**src/rtl/hb_pkg.sv**
```systemverilog
package hb_pkg;
  typedef enum logic [1:0] {
    K_CTRL = 2'b00,
    K_DINC = 2'b01,
    K_ADDR = 2'b10,
    K_DATA = 2'b11
  } kind_e;

  typedef struct packed {
    kind_e kind;
    logic  rnw;
    logic  hw;
    logic  asel;
  } cyc_t;
endpackage

```
**src/rtl/hb_front.sv**
```systemverilog
module hb_front
  import hb_pkg::*;
#(
  parameter int DW = 32
) (
  input  logic          clk,
  input  logic          rst,
  input  logic          cs_n,
  input  logic          ds_a,
  input  logic          ds_b,
  input  logic          ale_n,
  input  logic [1:0]    acc_kind,
  input  logic          rnw,
  input  logic          hw_sel,
  input  logic          asel,
  input  logic [DW-1:0] hd_in,
  output logic          stb,
  output logic          start,
  output logic          stop,
  output cyc_t          now,
  output cyc_t          held,
  output logic [DW-1:0] hd_cap
);
  logic p_cs_n, p_ds_a, p_ds_b, p_ale_n, ale_q, stb_q, pend;
  cyc_t pin_c;
  logic [DW-1:0] p_hd;
  logic ale_fall;

  // capture stage for all host pins
  always_ff @(posedge clk) begin
    if (rst) begin
      p_cs_n  <= 1'b1;
      p_ds_a  <= 1'b0;
      p_ds_b  <= 1'b0;
      p_ale_n <= 1'b1;
      ale_q   <= 1'b1;
      stb_q   <= 1'b0;
      pin_c   <= '{kind: K_CTRL, rnw: 1'b0, hw: 1'b0, asel: 1'b0};
      p_hd    <= '0;
    end else begin
      p_cs_n  <= cs_n;
      p_ds_a  <= ds_a;
      p_ds_b  <= ds_b;
      p_ale_n <= ale_n;
      ale_q   <= p_ale_n;
      stb_q   <= stb;
      pin_c   <= '{kind: kind_e'(acc_kind), rnw: rnw, hw: hw_sel, asel: asel};
      p_hd    <= hd_in;
    end
  end

  assign stb      = ~p_cs_n & (p_ds_a ^ p_ds_b);
  assign start    = stb & ~stb_q;
  assign stop     = ~stb & stb_q;
  assign ale_fall = ale_q & ~p_ale_n;
  assign now      = pend ? held : pin_c;

  // cycle descriptor latch: address-latch edge first, strobe edge otherwise
  always_ff @(posedge clk) begin
    if (rst) begin
      held <= '{kind: K_CTRL, rnw: 1'b0, hw: 1'b0, asel: 1'b0};
      pend <= 1'b0;
    end else if (ale_fall) begin
      held <= pin_c;
      pend <= 1'b1;
    end else begin
      if (start && !pend) held <= pin_c;
      if (stop) pend <= 1'b0;
    end
  end

  always_ff @(posedge clk) begin
    if (rst)      hd_cap <= '0;
    else if (stb) hd_cap <= p_hd;
  end
endmodule

```
**src/rtl/hb_core.sv**
```systemverilog
module hb_core
  import hb_pkg::*;
#(
  parameter int DW       = 32,
  parameter int STEP     = 4,
  parameter int DUAL_BIT = 0
) (
  input  logic          clk,
  input  logic          rst,
  input  logic          wide,
  input  logic          stb,
  input  logic          start,
  input  logic          stop,
  input  kind_e         now_kind,
  input  logic          now_rnw,
  input  logic          now_hw,
  input  cyc_t          lt,
  input  logic [DW-1:0] hd_cap,
  input  logic          rsp_valid,
  input  logic [DW-1:0] rsp_data,
  output logic [DW-1:0] cfg,
  output logic [DW-1:0] hd_out,
  output logic          wr_valid,
  output logic [DW-1:0] wr_addr,
  output logic [DW-1:0] wr_data,
  output logic          rd_req,
  output logic [DW-1:0] rd_addr
);
  localparam int HW   = DW / 2;
  localparam int NREG = 2;
  localparam int WSEL = 0;
  localparam int RSEL = 1;

  function automatic logic is_data(kind_e k);
    return (k == K_DINC) || (k == K_DATA);
  endfunction

  logic [DW-1:0] areg [NREG];
  logic [NREG-1:0] ld, inc;
  logic [HW-1:0] lo;
  logic [DW-1:0] word, rd_hold, src, sel;
  logic dual, last, first_now, wr_stop;

  assign dual      = cfg[DUAL_BIT];
  assign last      = wide | lt.hw;
  assign first_now = wide | ~now_hw;
  assign wr_stop   = stop & ~lt.rnw;
  assign word      = wide ? hd_cap : {hd_cap[HW-1:0], lo};

  always_comb begin
    for (int i = 0; i < NREG; i++) begin
      ld[i]  = wr_stop && (lt.kind == K_ADDR) && last &&
               (!dual || (lt.asel == (i == RSEL)));
      inc[i] = stop && (lt.kind == K_DINC) && last &&
               (!dual || (lt.rnw == (i == RSEL)));
    end
  end

  always_ff @(posedge clk) begin
    for (int i = 0; i < NREG; i++) begin
      if (rst)         areg[i] <= '0;
      else if (ld[i])  areg[i] <= word;
      else if (inc[i]) areg[i] <= areg[i] + DW'(STEP);
    end
  end

  always_ff @(posedge clk) begin
    if (rst) begin
      cfg      <= '0;
      lo       <= '0;
      wr_valid <= 1'b0;
      wr_addr  <= '0;
      wr_data  <= '0;
      rd_req   <= 1'b0;
      rd_addr  <= '0;
      rd_hold  <= '0;
    end else begin
      if (wr_stop && lt.kind == K_CTRL)
        cfg <= wide ? hd_cap : {hd_cap[HW-1:0], hd_cap[HW-1:0]};
      if (wr_stop && lt.kind != K_CTRL && !last)
        lo <= hd_cap[HW-1:0];
      wr_valid <= wr_stop && is_data(lt.kind) && last;
      wr_data  <= word;
      wr_addr  <= areg[WSEL];
      rd_req   <= start && now_rnw && is_data(now_kind) && first_now;
      rd_addr  <= areg[RSEL];
      if (rsp_valid) rd_hold <= rsp_data;
    end
  end

  // read value: whole word, or the addressed half on the low lane
  always_comb begin
    case (lt.kind)
      K_CTRL:  src = cfg;
      K_ADDR:  src = (dual && lt.asel) ? areg[RSEL] : areg[WSEL];
      default: src = rd_hold;
    endcase
    if (wide)       sel = src;
    else if (lt.hw) sel = {{HW{1'b0}}, src[DW-1:HW]};
    else            sel = {{HW{1'b0}}, src[HW-1:0]};
  end

  always_ff @(posedge clk) begin
    if (rst)                hd_out <= '0;
    else if (stb && lt.rnw) hd_out <= sel;
  end
endmodule

```
**src/rtl/hbus_cycle_decoder.sv**
```systemverilog
module hbus_cycle_decoder
  import hb_pkg::*;
#(
  parameter int DW   = 32,
  parameter int STEP = 4
) (
  input  logic          clk,
  input  logic          rst,
  input  logic          wide,
  input  logic          cs_n,
  input  logic          ds_a,
  input  logic          ds_b,
  input  logic          ale_n,
  input  logic [1:0]    acc_kind,
  input  logic          rnw,
  input  logic          hw_sel,
  input  logic          asel,
  input  logic [DW-1:0] hd_in,
  output logic [DW-1:0] hd_out,
  output logic [DW-1:0] cfg,
  output logic          wr_valid,
  output logic [DW-1:0] wr_addr,
  output logic [DW-1:0] wr_data,
  output logic          rd_req,
  output logic [DW-1:0] rd_addr,
  input  logic          rd_rsp_valid,
  input  logic [DW-1:0] rd_rsp_data
);
  logic f_stb, f_start, f_stop, held_hw;
  cyc_t f_now, f_held;
  logic [DW-1:0] f_hd;

  hb_front #(.DW(DW)) u_front (
    .clk(clk), .rst(rst), .cs_n(cs_n), .ds_a(ds_a), .ds_b(ds_b),
    .ale_n(ale_n), .acc_kind(acc_kind), .rnw(rnw), .hw_sel(hw_sel),
    .asel(asel), .hd_in(hd_in), .stb(f_stb), .start(f_start),
    .stop(f_stop), .now(f_now), .held(f_held), .hd_cap(f_hd)
  );

  hb_core #(.DW(DW), .STEP(STEP), .DUAL_BIT(0)) u_core (
    .clk(clk), .rst(rst), .wide(wide), .stb(f_stb), .start(f_start),
    .stop(f_stop), .now_kind(f_now.kind), .now_rnw(f_now.rnw),
    .now_hw(f_now.hw), .lt(f_held), .hd_cap(f_hd),
    .rsp_valid(rd_rsp_valid), .rsp_data(rd_rsp_data), .cfg(cfg),
    .hd_out(hd_out), .wr_valid(wr_valid), .wr_addr(wr_addr),
    .wr_data(wr_data), .rd_req(rd_req), .rd_addr(rd_addr)
  );

  assign held_hw = f_held.hw;
endmodule

```
**config.mk**
```make
export PLATFORM = sky130hd
export DESIGN_NAME = hbus_cycle_decoder
export DESIGN_NICKNAME = d
export VERILOG_FILES = /design/src/rtl/hb_pkg.sv /design/src/rtl/hb_front.sv /design/src/rtl/hb_core.sv /design/src/rtl/hbus_cycle_decoder.sv
export SDC_FILE = /design/constraint.sdc
export NUM_CORES = 1
export LEC_CHECK = 0
export ABC_AREA = 1
export BUFFER_PORTS_ARGS = -buffer_cell sky130_fd_sc_hd__buf_2
export CAP_MARGIN = 25
export CELL_PAD_IN_SITES_DETAIL_PLACEMENT = 1
export CELL_PAD_IN_SITES_GLOBAL_PLACEMENT = 1
export CORE_MARGIN = 4
export CORE_UTILIZATION = 41
export DETAILED_ROUTE_END_ITERATION = 16
export PLACE_DENSITY = 0.77
export SLEW_MARGIN = 20
export SYNTH_ARGS = -nofsm -noshare
export SYNTH_HDL_FRONTEND = slang
export SYNTH_SLANG_ARGS = --single-unit
```
**constraint.sdc**
```tcl
create_clock -name clk -period 2.9 [get_ports clk]
set_input_delay 0.58 -clock clk [delete_from_list [all_inputs] [get_ports clk]]
set_output_delay 0.58 -clock clk [all_outputs]
set_load 0.01 [all_outputs]
```
Word-level counts from Yosys, hierarchy flattened
Memory sizes are Yosys's and may differ from the RTL's.
Index checks and enable logic that the tools add are counted.
Storage, ports and cells
  bits in writable memories: 64
  bits in registers: 291
  bits in latches: 0
  output and inout port bits: 162
  input bits: 77
  word-level logic and storage cells: 116
  ROM bits: 0
  memories: 1
Memory list
  u_core.areg: words 2, width 32, rd ports 2, clocked after memory_dff 0, write ports 2, line hb_core.sv:38  | logic [DW-1:0] areg [NREG];
Operators by class
  magnitude comparators: 0
  eq/ne operators: 5
  multiplexer cells: 31
  $add $sub $neg: 2
  divide/modulo/power cells: 0
  shift-type cells: 0
  multiply operators: 0
  bitwise operators: 19
  reductions and logical operators: 32
Operator list (count)
  $mux W32: 8
  $add A32 B3 Y32 const B: 2
  $pmux W32 S2: 1
  $logic_and A1 B1 Y1: 19
  $mux W1: 18
  $mux W16: 1
  $mux W5: 3
  $not A1 Y1: 7
  $eq A2 B2 Y1 const B: 3
  $logic_or A1 B1 Y1: 6
  $or A1 B1 Y1: 6
  $reduce_bool A2 Y1: 3
  $and A1 B1 Y1: 5
  $eq A2 B1 Y1 const B: 2
  $logic_not A1 Y1: 3
  $logic_not A2 Y1: 1
  $xor A1 B1 Y1: 1

Depth between registers and ports, before layout
  depth after elaboration: 13
  gate-level depth with buffers: 10

Modules after synthesis
A second synthesis with hierarchy kept.
Unflattened totals
  cells, all modules: 2016
  area, all modules: 15036.9 µm²
By module, submodules not included
  hb_core: times used 1, seq. area each 6125.9 µm², area an instance 12321.8 µm², cells an instance 1689
  hb_front: times used 1, seq. area each 1621.6 µm², area an instance 2715.1 µm², cells an instance 327

Worst setup path after synthesis
Ideal clock, no wire load.
  path kind: input to register
  start point: in wide
  end point: mem u_core.areg[1][10], enable pin
  buffers on the path: 2
  required time: 2513 ps
  stages on the path: 10
  slack: 365 ps
  arrival time: 2147 ps
  cells stage by stage: buf_4 -> nor2_4 -> inv_2 -> nand4_4 -> nor2_4 -> nand3_2 -> nand2_1 -> inv_2 -> buf_6 -> nand2_1
RTL lines
  start: declaration: line hbus_cycle_decoder.sv:9  | input logic wide,
  end: declaration: line hb_core.sv:38

==> impl_metrics.toml <==
[route]
drtIter0Drc = 1203
drtPass1Iterations = 5
met2_wirelength_um = 28300
drt-total-wl_um = 57500
wire_per_inst_um = 21.1
routed_via_density = 5.26
maxUsedRoutingLayer = "met4"
wl_met3_um = 3110
drc = 0
wl_met1_um = 24500
antenna_left = 0
vias = 14300

[global_routing]
grt_pass1_vias = 14800
grt_pass1_wl_um = 88000
gr-total-overflow = 0
grt_use_total_pct = 27.7
antenna_found_initial = 0
grt_max_degree = 92

[setup_path]
startpoint_type = "register"
critical_path_class = "register to register"
crit_arrival_ns = 2.69
required_ns = 3.21
cp_max_fo = 4
worst_setup_path_end_kind = "register"

[sta]
tightest_slew_ns = 1.12
hold_ws_ns = 0.229
hold_viol = 0
rsz0062_at_grt = "no"
finalMaxSlewViolations = 0
clock.fmax_mhz = 420
period_needed_ns = 2.38
maxSlewHeadroom_pct = 24.7
tns_ns = 0
min_period_over_period_pct = 82.0
setup_viol = 0
fin_skew_ns = 0.0255

[clock_tree]
post_cts_resize_count = 0
cts-root-buf = "clkbuf_16"
hold_buffers = 0
cts_made_buffers = 40
postCtsSetupBuffers = 0
cts_tree = "yes"
max-clock-path-buffers = 3
htreeDepth = 2
worstSkewPairLatency_ns = 0.56
cts.sinks = 355
path_clk_slew_ns = 0.06

[synthesis]
synth-edff-count = 64
synth.area.top_cells = "dfxtp_1 38%, edfxtp_1 13%, nand2_1 12%"
yosys.area.top_type = "dfxtp_1"
synth_cell_types = 37
syn_nets = 2094
synthArstFlopShare_pct = 0
ys_seq_area_share_pct = 51.1
ys_ff_latch = 355
synth_area_um2 = 15200
yosysWarnings = 0
syn_inst = 2015
yosysTopAreaCellShare_pct = 38.4
syn-mean-instance-area_um2 = 7.52
synthFlopType = "dfxtp_1"

[finish]
final_nets = 2302
n_fill_cell = 4619
area_growth_syn_to_layout_pct = 19.3
finalNonFillerCells = 2723
drive_gt1_share_pct = 17.2
insertedDiodeCount = 0
fin_util_pct = 49.5
layout_commonest_cell = "nand2_1"
final_cell_mix = "493 x nand2_1, 378 x nor2_1, 291 x dfxtp_1"

[die]
die_area_um2 = 40100
initial_utilization_pct = 41.5
ios = 239
coreArea_um2 = 36500
rows = 70
die_h_um = 200
die_w_um = 200

[pwr]
vdd_drop_max_v = 0.000381
p_total_mw = 11.5
total_leakage_power_nw = 8.33
pwr_density_cell_nw_per_um2 = 637

[placed_design]
gp_congestion = 0.930
placement.io_buffers = 238
dp_hpwl_um = 43200
dp_cells = 2648

[run_status]
outcome = "finished clean"

[hold_path]
hold_path_class = "primary input to register"

[job]
max_cap_viol_count = 0
## worst max-delay path, cell delays in order, from the launching register on
cell and delay (ns):
edfxtp_1 0.40, ha_1 0.28, nand3_1 0.23, inv_1 0.20
nand2_1 0.14, nor2_1 0.46, nand2_1 0.13, xor2_1 0.17
nand2_1 0.08, nand2_1 0.06
## cell type report
| type | instances | area, um^2 | share of cell area (%) |
|---|---|---|---|
| flip-flops and latches | 355 | 7750 | 42.9 |
| multi-input cells | 1378 | 6250 | 34.5 |
| repair buffers | 270 | 1460 | 8.06 |
| clock buffers | 53 | 1150 | 6.38 |
| inverters | 178 | 669 | 3.70 |
| well taps | 468 | 586 | 3.24 |
| clock inverters | 21 | 220 | 1.22 |
## cells in the mapped netlist, types with 2 or more instances
cell type / n
a21oi_1: 80
o211ai_1: 24
or2_2: 22
o21ai_0: 123
o21ai_1: 7
nor2_4: 5
nand3_1: 151
buf_6: 4
ha_1: 2
clkbuf_1: 53
nand4_1: 4
dfxtp_1: 291
mux2i_1: 11
buf_4: 13
a22o_1: 8
nand2_1: 494
o21a_1: 16
xor2_1: 19
inv_1: 171
inv_2: 6
buf_1: 4
nand2_2: 3
edfxtp_1: 64
buf_2: 30
nor2_2: 2
nor2_1: 380
nor3_1: 18
## final timing paths
check	endpoint	cells after the start	slack, ns	startpoint
worst max-delay path	u_core.areg[0][16]$_DFFE_PP_	9	0.52	u_core.areg[0][2]$_DFFE_PP_
worst min register to register	u_front.ale_q$_SDFF_PP1_	2	0.45	u_front.p_ale_n$_SDFF_PP1_
worst min-delay path	u_front.p_ale_n$_SDFF_PP1_	2	0.23	ale_n
worst max register to register	u_core.areg[0][16]$_DFFE_PP_	9	0.52	u_core.areg[0][2]$_DFFE_PP_
## metal layers
| metal | global-route usage [%] | vias up |
|---|---|---|
| li1 | - | 6838 |
| met1 | 36.0 | 6907 |
| met2 | 48.2 | 488 |
| met3 | 4.48 | 91 |
| met4 | 7.74 | 0 |
| met5 | 0 | - |
## through the flow
| step | setup slack, ns | instance area [um^2] |
|---|---|---|
| 6_report | 0.521 | 18100 |
| 5_1_grt | 0.347 | 18100 |
| 4_1_cts | 0.566 | 18100 |
| 3_5_place_dp | 0.409 | 16700 |
| 3_3_place_gp | 0.429 | 16700 |
| 2_1_floorplan | 0.365 | 15200 |
## logic make-up after synthesis
| kind of cell | count (synthesis) | share of synthesized area [%] |
|---|---|---|
| DFF | 355 | 51.1 |
| AOI/OAI and AO/OA | 259 | 9.50 |
| xor gates and xnor gates | 19 | 1.10 |
| adders and majority gates | 2 | 0.165 |
| buffers and inverters | 282 | 7.76 |
| muxes | 11 | 0.726 |
| and+or+nand+nor | 1087 | 29.6 |
## state kept, by name, indices dropped and copies added (netlist names)
signal           flops
u_core.wr_addr      32
u_core.rd_hold      32
u_core.hd_out       32
u_front.p_cs_n       1
u_front.p_ds_a       1
u_front.ale_q        1
u_front.p_ale_n      1
u_front.held         5
u_core.lo           16
u_front.hd_cap      32
u_core.areg         64
u_core.wr_valid      1
u_front.pin_c        5
u_front.pend         1
u_front.p_ds_b       1
u_front.stb_q        1
u_core.rd_addr      32
u_core.rd_req        1
u_core.wr_data      32
u_front.p_hd        32
u_core.cfg          32
## power breakdown
group | internal [mW] | leakage (nW) | switching (mW)
logic | 0.270 | 4.60 | 0.619
clock network | 3.17 | 0.687 | 2.11
registers | 5.20 | 3.05 | 0.143
total | 8.64 | 8.33 | 2.87
Power figures use the tool's default switching activity.
